File: src/rtl/csr_mux_pkg.sv
package csr_mux_pkg;

  localparam int MODE_RD = 1;
  localparam int MODE_WR = 2;

  // data chunks an element needs; a zero-width element still takes one
  function automatic int chunk_count(input int width, input int dw);
    if (width <= 0) return 1;
    return (width + dw - 1) / dw;
  endfunction

  // round v up to a multiple of 2**n
  function automatic int round_pow2(input int v, input int n);
    return ((v + (1 << n) - 1) >> n) << n;
  endfunction

  function automatic int max_i(input int a, input int b);
    return (a > b) ? a : b;
  endfunction

  function automatic int idx_bits(input int n);
    return (n <= 1) ? 1 : $clog2(n);
  endfunction

endpackage

File: src/rtl/csr_wide_slot.sv
module csr_wide_slot
  import csr_mux_pkg::*;
#(
  parameter int ADDR_W = 6,
  parameter int DATA_W = 8,
  parameter int SLOT_W = 20,
  parameter int WIDTH  = 8,
  parameter int MODE   = 3,
  parameter int BASE   = 0,
  parameter int SPAN   = 1
) (
  input  logic              clk,
  input  logic              rst,
  input  logic [ADDR_W-1:0] bus_addr,
  input  logic              bus_rstb,
  input  logic              bus_wstb,
  input  logic [DATA_W-1:0] bus_wdata,
  input  logic [SLOT_W-1:0] el_rdata,
  output logic              el_rstb,
  output logic [SLOT_W-1:0] el_wdata,
  output logic              el_wstb,
  output logic [DATA_W-1:0] rd_word,
  output logic              rd_pend
);

  localparam int CHUNKS = chunk_count(WIDTH, DATA_W);
  localparam int SH_W   = CHUNKS * DATA_W;
  localparam int BIG_W  = max_i(SH_W, SLOT_W);
  localparam int IDX_W  = idx_bits(SPAN);
  localparam int LAST   = CHUNKS - 1;
  localparam logic [SLOT_W:0]   ONE_AT = (SLOT_W+1)'(1) << WIDTH;
  localparam logic [SLOT_W-1:0] VMASK  = SLOT_W'(ONE_AT - 1'b1);

  // address decode
  logic [ADDR_W-1:0] offs;
  logic              hit;
  logic              in_data;
  logic [IDX_W-1:0]  cidx;
  logic              is_first;
  logic              is_last;

  assign offs     = bus_addr - ADDR_W'(BASE);
  assign hit      = ({1'b0, bus_addr} >= (ADDR_W+1)'(BASE)) &&
                    ({1'b0, bus_addr} <  (ADDR_W+1)'(BASE + SPAN));
  assign cidx     = offs[IDX_W-1:0];
  assign in_data  = hit && ({1'b0, cidx} < (IDX_W+1)'(CHUNKS));
  assign is_first = (cidx == '0);
  assign is_last  = ({1'b0, cidx} == (IDX_W+1)'(LAST));

  generate
    if ((MODE & MODE_RD) != 0) begin : g_rd
      logic [SH_W-1:0]  shadow;
      logic [IDX_W-1:0] sel;
      logic             pend;
      logic             rstb_q;
      logic [BIG_W-1:0] snap_big;

      assign snap_big = BIG_W'(el_rdata & VMASK);

      always_ff @(posedge clk) begin
        if (rst) begin
          shadow <= '0;
          sel    <= '0;
          pend   <= 1'b0;
          rstb_q <= 1'b0;
        end else begin
          rstb_q <= bus_rstb && in_data && is_first;
          pend   <= bus_rstb && in_data;
          if (bus_rstb && in_data) sel <= cidx;
          if (bus_rstb && in_data && is_first) shadow <= snap_big[SH_W-1:0];
        end
      end

      assign rd_word = pend ? shadow[int'(sel)*DATA_W +: DATA_W] : '0;
      assign rd_pend = pend;
      assign el_rstb = rstb_q;


      shadow_only_on_strobe_chk: assert property (@(posedge clk) disable iff (rst)
        (shadow != $past(shadow)) |-> rstb_q);
    end else begin : g_no_rd
      logic unused_rd;
      assign unused_rd = ^{el_rdata, bus_rstb};
      assign rd_word   = '0;
      assign rd_pend   = 1'b0;
      assign el_rstb   = 1'b0;
    end

    if ((MODE & MODE_WR) != 0) begin : g_wr
      logic [SH_W-1:0]   wsh;
      logic [SH_W-1:0]   joined;
      logic [BIG_W-1:0]  joined_big;
      logic [SLOT_W-1:0] wdata_q;
      logic              wstb_q;
      logic              fire;
      logic              commit;

      assign fire   = bus_wstb && in_data;
      assign commit = fire && is_last;

      always_comb begin
        joined = wsh;
        joined[LAST*DATA_W +: DATA_W] = bus_wdata;
      end
      assign joined_big = BIG_W'(joined);

      always_ff @(posedge clk) begin
        if (rst) begin
          wsh     <= '0;
          wdata_q <= '0;
          wstb_q  <= 1'b0;
        end else begin
          wstb_q <= commit;
          if (fire && !commit) wsh[int'(cidx)*DATA_W +: DATA_W] <= bus_wdata;
          if (commit) wdata_q <= joined_big[SLOT_W-1:0] & VMASK;
        end
      end

      assign el_wdata = wdata_q;
      assign el_wstb  = wstb_q;


      wdata_changes_on_commit_chk: assert property (@(posedge clk) disable iff (rst)
        (wdata_q != $past(wdata_q)) |-> wstb_q);


      wdata_within_width_chk: assert property (@(posedge clk) disable iff (rst)
        (wdata_q & ~VMASK) == '0);
    end else begin : g_no_wr
      logic unused_wr;
      assign unused_wr = ^{bus_wdata, bus_wstb};
      assign el_wdata  = '0;
      assign el_wstb   = 1'b0;
    end
  endgenerate

endmodule

File: src/rtl/csr_rd_merge.sv
module csr_rd_merge #(
  parameter int NUM_EL = 5,
  parameter int DATA_W = 8
) (
  input  logic                     clk,
  input  logic                     rst,
  input  logic [NUM_EL*DATA_W-1:0] words,
  input  logic [NUM_EL-1:0]        pend,
  output logic [DATA_W-1:0]        bus_rdata
);

  logic [DATA_W-1:0] merged;

  always_comb begin
    merged = '0;
    for (int i = 0; i < NUM_EL; i++) merged = merged | words[i*DATA_W +: DATA_W];
  end

  always_ff @(posedge clk) begin
    if (rst) bus_rdata <= '0;
    else     bus_rdata <= merged;
  end


  single_read_source_chk: assert property (@(posedge clk) disable iff (rst)
    $onehot0(pend));


  idle_rdata_zero_chk: assert property (@(posedge clk) disable iff (rst)
    (pend == '0) |=> (bus_rdata == '0));

endmodule

File: src/rtl/csr_wide_mux.sv
module csr_wide_mux
  import csr_mux_pkg::*;
#(
  parameter int ADDR_W = 6,
  parameter int DATA_W = 8,
  parameter int NUM_EL = 5,
  parameter int SLOT_W = 20,
  parameter int ALIGN  = 1,
  parameter int EL_WIDTH    [NUM_EL] = '{4, 8, 16, 20, 12},
  parameter int EL_MODE     [NUM_EL] = '{1, 2, 3, 3, 1},
  parameter int EL_ALIGN_TO [NUM_EL] = '{0, 0, 0, 4, 0}
) (
  input  logic                     clk,
  input  logic                     rst,
  input  logic [ADDR_W-1:0]        bus_addr,
  input  logic                     bus_rstb,
  input  logic                     bus_wstb,
  input  logic [DATA_W-1:0]        bus_wdata,
  output logic [DATA_W-1:0]        bus_rdata,
  input  logic [NUM_EL*SLOT_W-1:0] el_rdata,
  output logic [NUM_EL-1:0]        el_rstb,
  output logic [NUM_EL*SLOT_W-1:0] el_wdata,
  output logic [NUM_EL-1:0]        el_wstb
);

  // compile-time placement: in order, each base aligned, span padded
  function automatic int place_base(input int idx);
    int cur;
    int res;
    cur = 0;
    res = 0;
    for (int i = 0; i < NUM_EL; i++) begin
      cur = round_pow2(cur, max_i(ALIGN, EL_ALIGN_TO[i]));
      if (i == idx) res = cur;
      cur = cur + round_pow2(chunk_count(EL_WIDTH[i], DATA_W), ALIGN);
    end
    return res;
  endfunction

  logic [NUM_EL*DATA_W-1:0] words;
  logic [NUM_EL-1:0]        pend;

  generate
    for (genvar g = 0; g < NUM_EL; g++) begin : g_el
      localparam int BASE = place_base(g);
      localparam int SPAN = round_pow2(chunk_count(EL_WIDTH[g], DATA_W), ALIGN);

      csr_wide_slot #(
        .ADDR_W (ADDR_W),
        .DATA_W (DATA_W),
        .SLOT_W (SLOT_W),
        .WIDTH  (EL_WIDTH[g]),
        .MODE   (EL_MODE[g]),
        .BASE   (BASE),
        .SPAN   (SPAN)
      ) u_slot (
        .clk       (clk),
        .rst       (rst),
        .bus_addr  (bus_addr),
        .bus_rstb  (bus_rstb),
        .bus_wstb  (bus_wstb),
        .bus_wdata (bus_wdata),
        .el_rdata  (el_rdata[g*SLOT_W +: SLOT_W]),
        .el_rstb   (el_rstb[g]),
        .el_wdata  (el_wdata[g*SLOT_W +: SLOT_W]),
        .el_wstb   (el_wstb[g]),
        .rd_word   (words[g*DATA_W +: DATA_W]),
        .rd_pend   (pend[g])
      );
    end
  endgenerate

  csr_rd_merge #(
    .NUM_EL (NUM_EL),
    .DATA_W (DATA_W)
  ) u_merge (
    .clk       (clk),
    .rst       (rst),
    .words     (words),
    .pend      (pend),
    .bus_rdata (bus_rdata)
  );


  one_read_strobe_chk: assert property (@(posedge clk) disable iff (rst)
    $onehot0(el_rstb));


  one_write_strobe_chk: assert property (@(posedge clk) disable iff (rst)
    $onehot0(el_wstb));


  rstb_needs_bus_read_chk: assert property (@(posedge clk) disable iff (rst)
    (el_rstb != '0) |-> $past(bus_rstb));


  wstb_needs_bus_write_chk: assert property (@(posedge clk) disable iff (rst)
    (el_wstb != '0) |-> $past(bus_wstb));

endmodule

File: config.mk
export PLATFORM = sky130hd
export DESIGN_NAME = csr_wide_mux
export DESIGN_NICKNAME = d
export VERILOG_FILES = /design/src/rtl/csr_mux_pkg.sv /design/src/rtl/csr_wide_slot.sv /design/src/rtl/csr_rd_merge.sv /design/src/rtl/csr_wide_mux.sv
export SDC_FILE = /design/constraint.sdc
export NUM_CORES = 1
export LEC_CHECK = 0
export BUFFER_PORTS_ARGS = -buffer_cell sky130_fd_sc_hd__buf_4
export CAP_MARGIN = 20
export CORE_AREA = 2 2 140 142
export CTS_CLUSTER_DIAMETER = 120
export DETAILED_ROUTE_END_ITERATION = 10
export DIE_AREA = 0 0 142 144
export MAX_ROUTING_LAYER = met4
export PLACE_DENSITY = 0.67
export SETUP_SLACK_MARGIN = 0.3
export SLEW_MARGIN = 15
export SYNTH_ARGS = -nofsm -noshare
export SYNTH_HDL_FRONTEND = slang
export SYNTH_SLANG_ARGS = --single-unit
export TNS_END_PERCENT = 1
File: constraint.sdc
create_clock -name clk -period 1.6 [get_ports clk]
set_input_delay 0.16 -clock clk [delete_from_list [all_inputs] [get_ports clk]]
set_output_delay 0.16 -clock clk [all_outputs]
set_load 0.02 [all_outputs]
==> impl_metrics.json, run 1 <==
{
  "drc": 0,
  "leakage_nw": 3.42,
  "min_period_over_period": 0.830,
  "drt_iter0_markers": 253,
  "clk_latency_ps": 410,
  "die-area_um2": 20400,
  "wl_per_cell_um": 13.9,
  "grt_max_degree": 68,
  "synthDistinctLibCells": 38,
  "hpwl_um": 10600,
  "synthCells": 676,
  "drtPass1Iterations": 4,
  "vias_per_cell": 4.44,
  "gp_congestion": 0.775,
  "reg2reg_depth": 3,
  "hold_class": "in -> reg",
  "p_per_area_nw_per_um2": 996,
  "cap_violations": 0,
  "grt_pass1_wl_um": 23800,
  "r2r_setup_slack_ps": 270,
  "period_needed_ps": 1330,
  "cts.sinks": 144,
  "drive_gt1_frac": 0.288,
  "cts_htree_levels": 4,
  "r2r-start": "g_el[4].u_slot.g_rd.sel",
  "antenna_found_initial": 0,
  "clk_pin_slew_ps": 60,
  "place_area_um2": 7330,
  "slew_violations": 0,
  "hold_path_depth": 3,
  "vias": 4911,
  "grt_use_total": 0.155,
  "root_buffer": "clkbuf_16",
  "drtAntennaViolNets": 0,
  "num_rows": 51,
  "path_max_fanout": 6,
  "setup_viol": 0,
  "fmax_ghz": 0.753,
  "avgSynthCellArea_um2": 9.08,
  "final.setup.tns_ps": 0,
  "die_y_um": 144,
  "fin_area_um2": 8420,
  "holdWs_ps": 21.4,
  "min_from": "el_rdata[50]",
  "cts_tree": "built",
  "overflow": 0,
  "clockBufferDepth": 2,
  "finalNonFillerCells": 1107,
  "peakVddDrop_mv": 0.701,
  "routed_wl_um": 15400,
  "regToRegEndpoint": "u_merge.bus_rdata[3]",
  "boundaryPins": 236,
  "die_x_um": 142,
  "critPathKind": "reg -> reg",
  "synthFlopType": "dfxtp_1",
  "numCtsBuffers": 17,
  "whs_endpoint": "g_el[2].u_slot.g_rd.shadow[10]",
  "cp.arrival_ps": 1620,
  "rsz0062_at_grt": "true",
  "n_antenna_cell": 0,
  "ys_seq_area_frac": 0.470,
  "initial_core_util": 0.322,
  "startpoint_type": "register",
  "end_kind": "register",
  "synth_edf_count": 0,
  "portBuffers": 128,
  "required_ps": 1890,
  "syn2layout_area_growth_pct": 37.2,
  "ys_warn_count": 0,
  "grt_pass1_vias": 4545,
  "dp.cells": 1032,
  "syn-cell-area_um2": 6140,
  "ys_seq_elements": 144,
  "status": "complete, no violations",
  "synthArstFlopShare": 0,
  "nFillCells": 1842,
  "nets": 979,
  "coreArea_um2": 19100,
  "fin_skew_ps": 7.84,
  "finalHoldViolations": 0,
  "p_total_mw": 8.39
}
-- Yosys cell counts, drive strengths merged, types with 2 or more instances --
library cell | number | share of area
nor3b | 3 | 0.0037
a21oi | 77 | 0.069
mux2i | 59 | 0.096
a22oi | 4 | 0.0049
nor2b | 4 | 0.0041
nor4 | 2 | 0.0045
nand3 | 18 | 0.015
dfxtp | 144 | 0.47
nand2 | 122 | 0.079
mux2 | 16 | 0.029
ha | 5 | 0.010
or3 | 4 | 0.0041
o22ai | 4 | 0.0041
nor2 | 61 | 0.037
nor3 | 12 | 0.014
clkbuf | 25 | 0.015
a222oi | 4 | 0.0065
inv | 2 | 0.0012
buf | 82 | 0.10
nand2b | 19 | 0.019
-- state kept, by name (all words and copies together), names as in the netlist --
name / cells
g_el.u_slot.rd_pend: 4
u_merge.bus_rdata: 8
g_el.u_slot.g_rd.shadow: 52
g_el.u_slot.g_rd.sel: 5
g_el.u_slot.el_rstb: 4
g_el.u_slot.g_wr.wsh: 24
g_el.u_slot.el_wstb: 3
g_el.u_slot.el_wdata: 44
-- through the flow --
step,util,setup WS [ps]
floorplan,-,-92.1
CTS,0.441,263
global placement,0.384,-142
global route,0.441,202
finish,0.441,272
detailed placement,0.384,-155
-- kinds of logic after synthesis --
| kind of cell | count (synthesis) | synth area share |
|---|---|---|
| flops | 144 | 0.470 |
| compound gates | 89 | 0.0844 |
| simple gates | 253 | 0.193 |
| other cells | 1 | 0.000611 |
| mux | 75 | 0.126 |
| fa+ha+maj | 5 | 0.0102 |
| buf+inv | 109 | 0.117 |
-- cells in the final DEF, fill, tap and decap left out, types with 2 or more instances in the layout --
master and count:
a21oi_1 67, a21oi_2 10, a222oi_1 4, a22oi_1 3, buf_12 9, buf_4 159, bufinv_16 3, clkbuf_16 17
clkbuf_8 6, clkinv_2 2, clkinvlp_4 2, conb_1 59, dfxtp_1 141, dfxtp_2 2, dlygate4sd3_1 41, ha_1 5
inv_1 2, mux2_2 12, mux2_4 4, mux2i_1 59, nand2_1 112, nand2_2 10, nand2b_1 19, nand3_1 18
nor2_1 61, nor2b_1 4, nor3_1 7, nor3_2 3, nor3_4 2, nor3b_2 2, o22ai_1 4, or3_1 4
-- worst max-delay path by stage --
stage                            startpoint                        endpoint  slack (ps)  depth (start not counted)
floorplan                       bus_addr[3]  g_el[2].u_slot.g_rd.shadow[10]         -90                          7
global placement                bus_addr[3]      g_el[2].u_slot.g_wr.wsh[1]        -140                          6
detailed placement              bus_addr[3]      g_el[2].u_slot.g_wr.wsh[7]        -150                          6
CTS                 g_el[2].u_slot.g_rd.sel            u_merge.bus_rdata[2]         260                          4
global route        g_el[2].u_slot.g_rd.sel            u_merge.bus_rdata[2]         200                          4
finish              g_el[4].u_slot.g_rd.sel            u_merge.bus_rdata[3]         270                          3
-- layer usage --
layer	share of wire	global-route usage	up-vias
li1	-	-	2489
met1	0.44	0.195	2265
met4	0.0073	0.0521	0
met3	0.063	0.0341	9
met5	0	-	-
met2	0.49	0.249	148
-- cell type report --
type / count / area, um^2 / area share
flip-flops and latches: 144 / 2890 / 0.343
clock buffers: 24 / 512 / 0.0608
repair buffers: 210 / 1800 / 0.213
inverters: 2 / 7.51 / 0.000891
well taps: 238 / 298 / 0.0354
multi-input cells: 481 / 2800 / 0.332
clock inverters: 8 / 124 / 0.0147
-- power by group --
group | internal, mW | leakage [nW] | switching (mW) | total [mW]
combinational | 0.256 | 1.95 | 0.335 | 0.591
sequential | 3.59 | 1.16 | 0.00740 | 3.60
clock | 2.70 | 0.309 | 1.49 | 4.20
-- critical path, cell delays in order (launching register included) --
cell and delay [ps]:
dfxtp_4 390, mux2_4 310, a222oi_1 390, a21oi_1 120
-- repair_timing --
| action | in CTS | in global routing |
|---|---|---|
| hold buffers | 41 | 0 |
| setup buffers | 2 | 0 |
| endpoints found under the setup margin | 16 | 61 |
| endpoints found under the hold margin | 41 | 0 |
| gates resized for setup | 9 | 1 |
| pin swaps | 4 | 2 |
Note: power is estimated with default switching activity, not from simulation.
==> run 2: changes to the inputs <==
- ABC_AREA: not set -> 1
- CORE_AREA: 2 2 140 142 -> 2 2 141 143
- DIE_AREA: 0 0 142 144 -> 0 0 143 145
- clock period: 1.6 -> 1.2 ns (I/O delays scaled with it)
==> run 2 against run 1 <==
  * Clock power grew 25%
  * Flip-flop and latch count is the same
  * Largest power group unchanged
  * Synthesized cell count is 22% higher
  * Clock skew is 2.3 ps higher
==> impl_metrics.json, run 2 <==
{
  "drc": 0,
  "cts_tree": "built",
  "combinationalPowerShare": 0.092,
  "clockBufferDepth": 2,
  "syn-cell-area_um2": 6240,
  "r2r-start": "g_el[2].u_slot.g_rd.sel",
  "setup_slack_ps": 108,
  "synth_top_family_by_area": "simple AND/OR/NAND/NOR gates",
  "holdWs_ps": 4.02,
  "synth-compound-area-share": 0.123,
  "top_register": "g_el.u_slot.g_rd.shadow",
  "hold_class": "in -> reg",
  "multi_input_area_um2": 2690,
  "die_x_um": 143,
  "grt_pass1_wl_um": 26500,
  "syn2layout_area_growth_pct": 40.8,
  "initial_core_util": 0.325,
  "cp_slowest_cell": "dfxtp_2",
  "finalNonFillerCells": 1313,
  "synthTopCellsByCount": "nor2_1, dfxtp_1, o21ai_0, buf_4, nand2_1",
  "required_ps": 1500,
  "drtPass1Iterations": 6,
  "synth_area_leaders": "dfxtp_1, nor2_1, buf_4, o21ai_0, nand2_1",
  "rsz0062_at_grt": "true",
  "hpwl_um": 12000,
  "p_per_area_nw_per_um2": 1260,
  "avgSynthCellArea_um2": 7.55,
  "fin_util": 0.457,
  "nFillCells": 1859,
  "layout_common_cells": "nor2_1, buf_4, dfxtp_1",
  "p_total_mw": 11.1,
  "cpMostUsedCell": "nor2_1",
  "power_frac_clock": 0.471,
  "nets": 1158,
  "min_from": "el_rdata[65]",
  "p_int_mw": 8.44,
  "status": "complete, no violations",
  "place_area_um2": 7610,
  "ys_seq_area_frac": 0.462,
  "cp.arrival_ps": 1390,
  "drt_iter0_markers": 381,
  "critPathKind": "reg -> reg",
  "yosysMostFrequentCell": "nor2_1",
  "cap_violations": 0,
  "r2r_setup_slack_ps": 110,
  "num_rows": 51,
  "clk_pin_slew_ps": 60,
  "routed_wl_um": 17000,
  "synthFlopType": "dfxtp_1",
  "die-area_um2": 20700,
  "portBuffers": 128,
  "synth_edf_count": 0,
  "dp_slack_ps": -269,
  "dp.cells": 1225,
  "synthMuxAreaShare": 0,
  "yosysTopAreaCellShare": 0.462,
  "root_buffer": "clkbuf_16",
  "overflow": 0,
  "mostFrequentLayoutCell": "nor2_1",
  "min_period_over_period": 0.910,
  "peakVddDrop_mv": 0.952,
  "drtAntennaViolNets": 0,
  "vias": 5747,
  "synthDistinctLibCells": 28,
  "drive_gt1_frac": 0.243,
  "clk_latency_ps": 420,
  "period_needed_ps": 1090,
  "yosysTopAreaCell": "dfxtp_1",
  "fin_skew_ps": 10.2,
  "end_kind": "register",
  "grt_pass1_vias": 5441,
  "die_y_um": 145,
  "leakage_nw": 4.03,
  "startpoint_type": "register",
  "slowest_delay_ps": 350,
  "synthCells": 827,
  "regArea_um2": 2890,
  "worstSetupStartpoint": "g_el[2].u_slot.g_rd.sel",
  "slew_violations": 0,
  "path_max_fanout": 6,
  "switching_share": 0.240,
  "n_antenna_cell": 0,
  "crit_buf_inv": 0,
  "finalHoldViolations": 0,
  "cts.sinks": 144,
  "coreArea_um2": 19200,
  "cts_htree_levels": 4,
  "setup_viol": 0,
  "grt_use_total": 0.166,
  "path_cells": "or2_2 > o211ai_1 > nand3_1 > nor2_1 > nor2_1",
  "antenna_found_initial": 0,
  "largest_reg_flops": 52,
  "power_switching_mw": 2.66,
  "grt_max_degree": 71,
  "boundaryPins": 236,
  "gp_congestion": 0.838,
  "synthArstFlopShare": 0,
  "synth-xor-area-share": 0,
  "cp_top_family": "simple AND/OR/NAND/NOR gates",
  "ys_seq_elements": 144,
  "fin_area_um2": 8780,
  "numCtsBuffers": 17,
  "fmax_ghz": 0.916,
  "ys_warn_count": 0,
  "wl_per_cell_um": 12.9,
  "synth_adder_area_share": 0.0100,
  "vias_per_cell": 4.38,
  "final.setup.tns_ps": 0,
  "p_seq_frac": 0.436,
  "synthSimpleGateAreaFrac": 0.251
}
run 2: final timing paths:
path | to | depth (start not counted)
worst max register to register | u_merge.bus_rdata[1] | 5
worst max-delay path | u_merge.bus_rdata[1] | 5
worst min-delay path | g_el[3].u_slot.g_rd.shadow[5] | 3
worst min register to register | g_el[0].u_slot.g_rd.sel | 2
run 2: what timing repair did:
action	in CTS	in global routing
endpoints found under the setup margin	121	180
hold endpoints to repair	55	0
pin swaps	0	1
setup buffers	1	0
resized for setup	9	8
hold buffers	55	0
run 2: worst register-to-register path: cells and delay by family, from the launching register on:
family | cells | cell delay [ps]
AO/OA/AOI/OAI | 1 | 110
flip-flops | 1 | 350
AND/OR/NAND/NOR | 4 | 510
run 2: power by group through the flow:
stage                     clock network (mW)  logic (mW)  registers, mW
after CTS                               5.33        1.02           4.84
after global placement                     0       0.865           4.95
final                                   5.23        1.03           4.84
after global routing                    5.54        1.12           4.84
after detailed placement                   0       0.871           4.95
after floorplan                            0       0.628           4.95
run 2: cell families (layout without fill, tap and decap cells):
logic type / after synthesis / count (layout)
DFF: 144 / 144
buffers and inverters: 169 / 332
adders and majority gates: 5 / 5
AOI/OAI and AO/OA: 146 / 146
and+or+nand+nor: 362 / 362
other: 1 / 59
run 2: area by class of cell:
cell class | instances | area share
Clock buffer | 20 | 0.0520
Clock inverter | 12 | 0.0150
Inverter | 61 | 0.0272
Multi-Input combinational cell | 572 | 0.306
Sequential cell | 144 | 0.329
Tap cell | 265 | 0.0377
Timing Repair Buffer | 239 | 0.233
run 2: metal layers:
metal | track usage | part of all wire | vias to the layer above
met1 | 0.195 | 0.44 | 2607
met3 | 0.0343 | 0.047 | 22
met4 | 0.0545 | 0.019 | 0
li1 | - | - | 2951
met2 | 0.283 | 0.49 | 167
met5 | - | 0 | -
